$ cat src/rtl/aesimc_pkg.sv
package aesimc_pkg;

    typedef enum logic [1:0] {
        MODE_16  = 2'b00,
        MODE_32  = 2'b01,
        MODE_64  = 2'b10,
        MODE_RSV = 2'b11
    } mode_t;

    typedef enum logic {
        S_IDLE   = 1'b0,
        S_RESULT = 1'b1
    } state_t;

    // Multiply by x in GF(2^8), polynomial 0x11B
    function automatic logic [7:0] gf_x(input logic [7:0] b);
        return {b[6:0], 1'b0} ^ (b[7] ? 8'h1B : 8'h00);
    endfunction

    function automatic logic [7:0] gf_m09(input logic [7:0] b);
        logic [7:0] x2, x4, x8;
        x2 = gf_x(b); x4 = gf_x(x2); x8 = gf_x(x4);
        return x8 ^ b;
    endfunction

    function automatic logic [7:0] gf_m0b(input logic [7:0] b);
        logic [7:0] x2, x4, x8;
        x2 = gf_x(b); x4 = gf_x(x2); x8 = gf_x(x4);
        return x8 ^ x2 ^ b;
    endfunction

    function automatic logic [7:0] gf_m0d(input logic [7:0] b);
        logic [7:0] x2, x4, x8;
        x2 = gf_x(b); x4 = gf_x(x2); x8 = gf_x(x4);
        return x8 ^ x4 ^ b;
    endfunction

    function automatic logic [7:0] gf_m0e(input logic [7:0] b);
        logic [7:0] x2, x4, x8;
        x2 = gf_x(b); x4 = gf_x(x2); x8 = gf_x(x4);
        return x8 ^ x4 ^ x2;
    endfunction

endpackage

$ cat src/rtl/aesimc_column.sv
module aesimc_column
    import aesimc_pkg::*;
#(
    parameter int ROWS = 4
) (
    input  logic [8*ROWS-1:0] col_in,
    output logic [8*ROWS-1:0] col_out
);
    for (genvar r = 0; r < ROWS; r++) begin : g_row
        localparam int I0 = r % ROWS;
        localparam int I1 = (r + 1) % ROWS;
        localparam int I2 = (r + 2) % ROWS;
        localparam int I3 = (r + 3) % ROWS;
        assign col_out[8*r +: 8] = gf_m0e(col_in[8*I0 +: 8])
                                 ^ gf_m0b(col_in[8*I1 +: 8])
                                 ^ gf_m0d(col_in[8*I2 +: 8])
                                 ^ gf_m09(col_in[8*I3 +: 8]);
    end
endmodule

$ cat src/rtl/aesimc_lane.sv
module aesimc_lane #(
    parameter int LANE_W = 128,
    parameter int ROWS   = 4
) (
    input  logic [LANE_W-1:0] lane_in,
    output logic [LANE_W-1:0] lane_out
);
    localparam int COL_W = 8 * ROWS;
    localparam int COLS  = LANE_W / COL_W;

    for (genvar c = 0; c < COLS; c++) begin : g_col
        aesimc_column #(.ROWS(ROWS)) u_col (
            .col_in  (lane_in [COL_W*c +: COL_W]),
            .col_out (lane_out[COL_W*c +: COL_W])
        );
    end
endmodule

$ cat src/rtl/aesimc_legal.sv
module aesimc_legal
    import aesimc_pkg::*;
#(
    parameter int FIELD_W = 4
) (
    input  logic               vex_form,
    input  logic [FIELD_W-1:0] extra_reg,
    input  logic [1:0]         op_mode,
    output logic               legal
);
    mode_t mode;
    logic  mode_ok;
    logic  field_ok;

    always_comb begin
        mode = mode_t'(op_mode);
        unique case (mode)
            MODE_32, MODE_64: mode_ok = 1'b1;
            default:          mode_ok = 1'b0;
        endcase
        field_ok = !vex_form || (extra_reg == {FIELD_W{1'b1}});
        legal    = mode_ok && field_ok;
    end
endmodule

$ cat src/rtl/aesimc_unit.sv
module aesimc_unit
    import aesimc_pkg::*;
#(
    parameter int DEST_W  = 256,
    parameter int LANE_W  = 128,
    parameter int FIELD_W = 4
) (
    input  logic               clk,
    input  logic               rst_n,
    input  logic               req_valid,
    input  logic [LANE_W-1:0]  src_lane,
    input  logic [DEST_W-1:0]  dst_old,
    input  logic               vex_form,
    input  logic [FIELD_W-1:0] extra_reg,
    input  logic [1:0]         op_mode,
    output logic               rsp_valid,
    output logic [DEST_W-1:0]  rsp_value,
    output logic               rsp_write,
    output logic               rsp_ud
);
    localparam int UP_W = DEST_W - LANE_W;

    state_t            state, state_nx;
    logic [LANE_W-1:0] lane_res;
    logic              legal;
    logic [DEST_W-1:0] merged;

    aesimc_lane #(.LANE_W(LANE_W), .ROWS(4)) u_lane (
        .lane_in  (src_lane),
        .lane_out (lane_res)
    );

    aesimc_legal #(.FIELD_W(FIELD_W)) u_legal (
        .vex_form  (vex_form),
        .extra_reg (extra_reg),
        .op_mode   (op_mode),
        .legal     (legal)
    );

    always_comb begin
        if (!legal)
            merged = dst_old;
        else if (vex_form)
            merged = {{UP_W{1'b0}}, lane_res};
        else
            merged = {dst_old[DEST_W-1:LANE_W], lane_res};
    end

    // T_ACCEPT / T_DRAIN
    always_comb begin
        unique case (state)
            S_IDLE:   state_nx = req_valid ? S_RESULT : S_IDLE;
            S_RESULT: state_nx = req_valid ? S_RESULT : S_IDLE;
            default:  state_nx = S_IDLE;
        endcase
    end

    // State register
    always_ff @(posedge clk) begin
        if (!rst_n) state <= S_IDLE;
        else        state <= state_nx;
    end

    // Output register
    always_ff @(posedge clk) begin
        if (!rst_n) begin
            rsp_value <= '0;
            rsp_write <= 1'b0;
            rsp_ud    <= 1'b0;
        end else if (req_valid) begin
            rsp_value <= merged;
            rsp_write <= legal;
            rsp_ud    <= !legal;
        end else begin
            rsp_write <= 1'b0;
            rsp_ud    <= 1'b0;
        end
    end

    assign rsp_valid = (state == S_RESULT);

    assert_valid_follows_R7: assert property (@(posedge clk) disable iff (!rst_n)
        req_valid |=> rsp_valid);
    assert_valid_drops_R7: assert property (@(posedge clk) disable iff (!rst_n)
        !req_valid |=> !rsp_valid);
    assert_ud_blocks_write_R4: assert property (@(posedge clk) disable iff (!rst_n)
        rsp_ud |-> !rsp_write);
    assert_bad_field_R4: assert property (@(posedge clk) disable iff (!rst_n)
        (req_valid && vex_form && extra_reg != {FIELD_W{1'b1}}) |=> (rsp_ud && rsp_value == $past(dst_old)));
    assert_bad_mode_R5: assert property (@(posedge clk) disable iff (!rst_n)
        (req_valid && (op_mode == 2'b00 || op_mode == 2'b11)) |=> (rsp_ud && !rsp_write));
    assert_vex_upper_zero_R3: assert property (@(posedge clk) disable iff (!rst_n)
        (req_valid && vex_form && extra_reg == {FIELD_W{1'b1}} && (op_mode == 2'b01 || op_mode == 2'b10))
        |=> (rsp_write && rsp_value[DEST_W-1:LANE_W] == '0));
    assert_legacy_upper_kept_R2: assert property (@(posedge clk) disable iff (!rst_n)
        (req_valid && !vex_form) |=> (rsp_value[DEST_W-1:LANE_W] == $past(dst_old[DEST_W-1:LANE_W])));
endmodule

$ cat config.mk
export PLATFORM = sky130hd
export DESIGN_NAME = aesimc_unit
export DESIGN_NICKNAME = d
export VERILOG_FILES = /design/src/rtl/aesimc_pkg.sv /design/src/rtl/aesimc_column.sv /design/src/rtl/aesimc_lane.sv /design/src/rtl/aesimc_legal.sv /design/src/rtl/aesimc_unit.sv
export SDC_FILE = /design/constraint.sdc
export NUM_CORES = 1
export LEC_CHECK = 0
export BUFFER_PORTS_ARGS = -buffer_cell sky130_fd_sc_hd__buf_4
export CELL_PAD_IN_SITES_DETAIL_PLACEMENT = 0
export CELL_PAD_IN_SITES_GLOBAL_PLACEMENT = 2
export CORE_MARGIN = 3
export CORE_UTILIZATION = 34
export DETAILED_ROUTE_END_ITERATION = 7
export GPL_ROUTABILITY_DRIVEN = 0
export PLACE_DENSITY = 0.92
export SLEW_MARGIN = 20
export SYNTH_ARGS = -nofsm -noshare
export SYNTH_HDL_FRONTEND = slang
export SYNTH_HIERARCHICAL = 1
export SYNTH_SLANG_ARGS = --single-unit
$ cat constraint.sdc
create_clock -name clk -period 4.8 [get_ports clk]
set_input_delay 0.24 -clock clk [delete_from_list [all_inputs] [get_ports clk]]
set_output_delay 0.24 -clock clk [all_outputs]
set_load 0.02 [all_outputs]
Yosys cells after proc, flatten, opt, wreduce, memory -nomap -nowiden
Cells that the tools add are included.

operators by class
  equality and inequality tests = 3
  multiplexer cells = 52
  bitwise operators = 192
  reductions and logical operators = 6

operators with widths
  cell                number
  $xor 8x8->8         156
  $mux 256            2
  $xor 8x5->8         36
  $mux 5              48
  $eq 4x4->1 const B  1
  $eq 2x1->1 const B  1
  $eq 2x2->1 const B  1
  $logic_not 1->1     2
  $mux 1              2
  $reduce_and 2->1    1
  $reduce_or 2->1     1
  $logic_and 1x1->1   1
  $logic_or 1x1->1    1

word-level totals
  register bits after elaboration = 259
  input bits = 394
  output and inout bits = 259
  logic and storage cells = 257

Logic depth before layout (Yosys ltp)
  depth after elaboration = 13
  depth in mapped cells = 8
  depth with buffers taken out = 6

Cells and area by module
Netlist, hierarchy kept.

by module, submodules not included
  module         times used  cells an instance  area each (um^2)  seq. area each (um^2)
  aesimc_unit    1           1,145              10,911.7          5,185.0
  aesimc_column  4           214                2,406.1           0.0
  aesimc_legal   1           3                  20.0              0.0

Least setup slack after synthesis
No wires, ideal clock.

  path type = input to register
  from = input src_lane[117]
  to = register rsp_value[107]
  library setup time = 0.122 ns
  data arrival time = 1.914 ns
  data required time = 4.678 ns
  slack = 2.765 ns
  cell stages on the path = 7
  buffers on the path = 1
  path through = buf_2 -> xnor3_2 -> xnor3_1 -> xnor2_2 -> xnor3_1 -> mux2i_1 -> a21oi_1

between the ends
  longest elaborated chain between the ends = 11

ends and longest elaborated chain
  element                   RTL line             RTL
  start: declaration        aesimc_unit.sv:11    input logic [LANE_W-1:0] src_lane,
  $xor 8x5->8 (2 in a row)  aesimc_pkg.sv:17     return {b[6:0], 1'b0} ^ (b[7] ? 8'h1B : 8'h00);
  $mux 5                    aesimc_pkg.sv:17
  $xor 8x5->8               aesimc_pkg.sv:17
  $xor 8x8->8 (2 in a row)  aesimc_pkg.sv:29     return x8 ^ x2 ^ b;
  $xor 8x8->8               aesimc_column.sv:15  ^ gf_m0b(col_in[8*I1 +: 8])
  $xor 8x8->8               aesimc_column.sv:16  ^ gf_m0d(col_in[8*I2 +: 8])
  $xor 8x8->8               aesimc_column.sv:17  ^ gf_m09(col_in[8*I3 +: 8]);
  net lane_res[107]         aesimc_unit.sv:24    logic [LANE_W-1:0] lane_res;
  $mux 256                  aesimc_unit.sv:43    else if (vex_form)
  $mux 256                  aesimc_unit.sv:41    if (!legal)
  end signal: assignment    aesimc_unit.sv:71    rsp_value <= merged;
  end: declaration          aesimc_unit.sv:17    output logic [DEST_W-1:0] rsp_value,

The timed path passes the listed nets, and every way through them passes these cells.
A chain may end at the register's enable or synchronous reset.

Final worst setup path
  from = input op_mode[0]
  to = register rsp_value[145]

between the ends
  longest elaborated chain between the ends = 5
  elaborated cells on any way between the ends = 6
  those cells by class = eq/ne: 2; mux: 2; reduce/logical: 2

ends and longest elaborated chain
  element                                   RTL line            RTL
  start: declaration                        aesimc_unit.sv:15   input logic [1:0] op_mode,
  $eq 2x1->1 or $eq 2x2->1 (tied branches)  aesimc_legal.sv:17  unique case (mode)
  $reduce_or 2->1 *                         aesimc_legal.sv:17
  $mux 1 *                                  aesimc_legal.sv:17
  $logic_and 1x1->1 *                       aesimc_legal.sv:22  legal = mode_ok && field_ok;
  net legal                                 aesimc_unit.sv:25   logic legal;
  $mux 256 *                                aesimc_unit.sv:41

Mark *: on every way through the listed nets, which the timed path passes. The rest lies on a longest branch.

==> flow_metrics.env <==
export IMPL_rsz0062_at_grt="no"
export IMPL_fmax_mhz=454
export IMPL_finalHoldViolCount=0
export IMPL_run_status="finished, final reports clean"
export IMPL_cts_setup_buffers=0
export IMPL_final_layout_size_suffix_gt1_share_pct=27.6
export IMPL_worstMarginPinSlew_ns=1.02
export IMPL_routed_wirelength_um=75000
export IMPL_design_area_um2=28900
export IMPL_die_height_um=252
export IMPL_vias=17200
export IMPL_grt_pass1_vias=17800
export IMPL_synth_cell_types=31
export IMPL_cts_buffer_depth=3
export IMPL_coreArea_um2=59500
export IMPL_port_buffer_count=652
export IMPL_routedWlPerCell_um=21.1
export IMPL_dp_hpwl_um=57000
export IMPL_cts_root_buf="clkbuf_16"
export IMPL_ir_worst_vdd_mv=0.240
export IMPL_wl_met3_um=6050
export IMPL_critPathRequiredTime_ns=5.26
export IMPL_nFillCells=5465
export IMPL_cp_end_kind="register"
export IMPL_num_io_pins=653
export IMPL_grt_max_degree=208
export IMPL_met1Wirelength_um=29900
export IMPL_htree_levels=2
export IMPL_skew_ns=0
export IMPL_crit_type="in -> reg"
export IMPL_leakage_nw=12.6
export IMPL_top_layer="met5"
export IMPL_drcViolationCount=0
export IMPL_path_max_fanout=77
export IMPL_syn_cell_area_um2=20600
export IMPL_async_flop_share_pct=0
export IMPL_synth_enable_flop_cells=0
export IMPL_syn_num_nets=2398
export IMPL_grt_pass1_wl_um=110000
export IMPL_r2r_slack_ns=4.04
export IMPL_rows=89
export IMPL_startpoint_type="input pin"
export IMPL_finalSetupViolCount=0
export IMPL_antenna_found_initial=5
export IMPL_total_power_mw=10.1
export IMPL_slew_headroom_pct=31.9
export IMPL_insertion_delay_ns=0.54
export IMPL_first_pass_iters=5
export IMPL_nets=3143
export IMPL_cts_sinks=259
export IMPL_avgSynthCellArea_um2=10.3
export IMPL_die_w_um=252
export IMPL_die_area_um2=63400
export IMPL_arrival_ns=2.67
export IMPL_tritoncts="built"
export IMPL_max_cap_violations=0
export IMPL_hold_start="dst_old[4]"
export IMPL_yosys_warnings=6
export IMPL_seq_area_frac_synth_pct=25.2
export IMPL_min_path_type="in -> reg"
export IMPL_fin_crit_sh_pct=45.9
export IMPL_dpl_instance_area_um2=25300
export IMPL_ys_ff_latch=259
export IMPL_cts_buffers=35
export IMPL_initial_core_util_pct=34.6
export IMPL_crit_start="op_mode[0]"
export IMPL_grt_usage_pct=22.6
export IMPL_worstReg2RegStart="rsp_value[10]"
export IMPL_drt_iter0_drc=1127
export IMPL_layout_min_cycle_time_ns=2.20
export IMPL_drt_vias_per_instance=4.86
export IMPL_met2_length_um=36000
export IMPL_grt_overflow=0
export IMPL_area_growth_pct=40.4
export IMPL_totalNegativeSetupSlack_ns=0
export IMPL_path_clk_slew_ns=0.05
export IMPL_drv_slew=0
export IMPL_ant_nets=0
export IMPL_p_per_area_nw_per_um2=351
export IMPL_synth_cells=2004
export IMPL_synth_ff_type="dfxtp_1"
[sequential cells by signal, summed over array words and instances, names as in the netlist]
register   cells
rsp_valid      1
rsp_ud         1
rsp_value    256
rsp_write      1
[logic make-up after synthesis]
logic type             count (synthesis)  share of synthesized area (%)
XOR/XNOR                             777                           44.4
AO/OA/AOI/OAI                        385                           11.0
AND/OR/NAND/NOR                      261                           7.25
flip-flops                           259                           25.2
buffers and inverters                194                           5.90
multiplexers                         128                           6.23
[area by class of cell]
type / instances / area (um^2) / area share (%)
tap: 773 / 967 / 3.35
multi-input combinational: 1551 / 14200 / 49.1
clock buffer: 47 / 971 / 3.36
antenna: 3 / 7.51 / 0.0260
timing repair buffer: 902 / 7410 / 25.7
clock inverter: 12 / 139 / 0.481
sequential: 259 / 5180 / 18.0
[worst max-delay path: stages]
cell	delay (ns)
buf_4	0.12
xnor2_1	0.31
a21oi_4	0.11
nand2_4	0.68
buf_4	0.62
nand3_1	0.22
a21boi_1	0.21
[placed cells by master (no fill, tap or decap), types with 5 or more instances in the layout]
master and n:
xnor2_1 461, xnor2_2 24, clkbuf_16 35, nand3_1 124, nand2b_1 128, xor2_4 8, dlygate4sd3_1 240, a21oi_1 127
xnor3_1 120, o21ai_0 125, buf_4 658, xor2_1 140, clkbuf_8 5, dfxtp_1 259, mux2i_1 128, xor3_1 12
clkbuf_1 7, a21boi_1 128
[power by group]
part           total (mW)  switching, mW  internal, mW
Clock                2.57           1.08          1.49
Combinational        5.10           2.48          2.62
Sequential           2.45          0.111          2.34
[repair_timing]
action                                 in CTS  in global routing
endpoints found under the hold margin     240                  0
hold buffers                              240                  0
gates resized for setup                     0                  0
[through the flow]
| step | worst slack [ns] | hold slack (ns) | cells | utilization [%] |
|---|---|---|---|---|
| 4_1_cts | 2.78 | 0.00185 | 3544 | 48.5 |
| 3_3_place_gp | 2.26 | 0.457 | 3245 | 42.6 |
| 2_1_floorplan | 2.76 | 0.382 | 2004 | - |
| 5_1_grt | 2.53 | 0.0156 | 3546 | 48.5 |
| 6_report | 2.60 | 0.0334 | 3547 | 48.5 |
| 3_5_place_dp | 2.20 | 0.460 | 3245 | 42.6 |
[synthesized netlist by cell type (12+ instances only)]
cell type    n  area (um^2)
o21ai_0    125          626
a21boi_1   128          961
xor3_1      12          285
dfxtp_1    259         5180
xnor2_1    461         4040
buf_2       71          355
buf_4       13         97.6
nand3_1    124          621
xor2_1     140         1230
nand2b_1   128          801
buf_6       24          270
clkbuf_1    73          274
xnor2_2     24          390
mux2i_1    128         1280
xnor3_1    120         2700
a21oi_1    128          641
[worst paths after layout]
kind,depth (start not counted),endpoint
worst min register to register,2,rsp_value[230]
worst min-delay path,3,rsp_value[4]
worst max-delay path,7,rsp_value[145]
worst max register to register,2,rsp_value[10]
[layer usage]
metal	global-route usage, %	up-vias
li1	-	8166
met1	27.7	8164
met2	38.6	756
met3	5.15	140
met4	8.98	4
met5	0	-
Note: power is estimated with default switching activity, not from simulation.
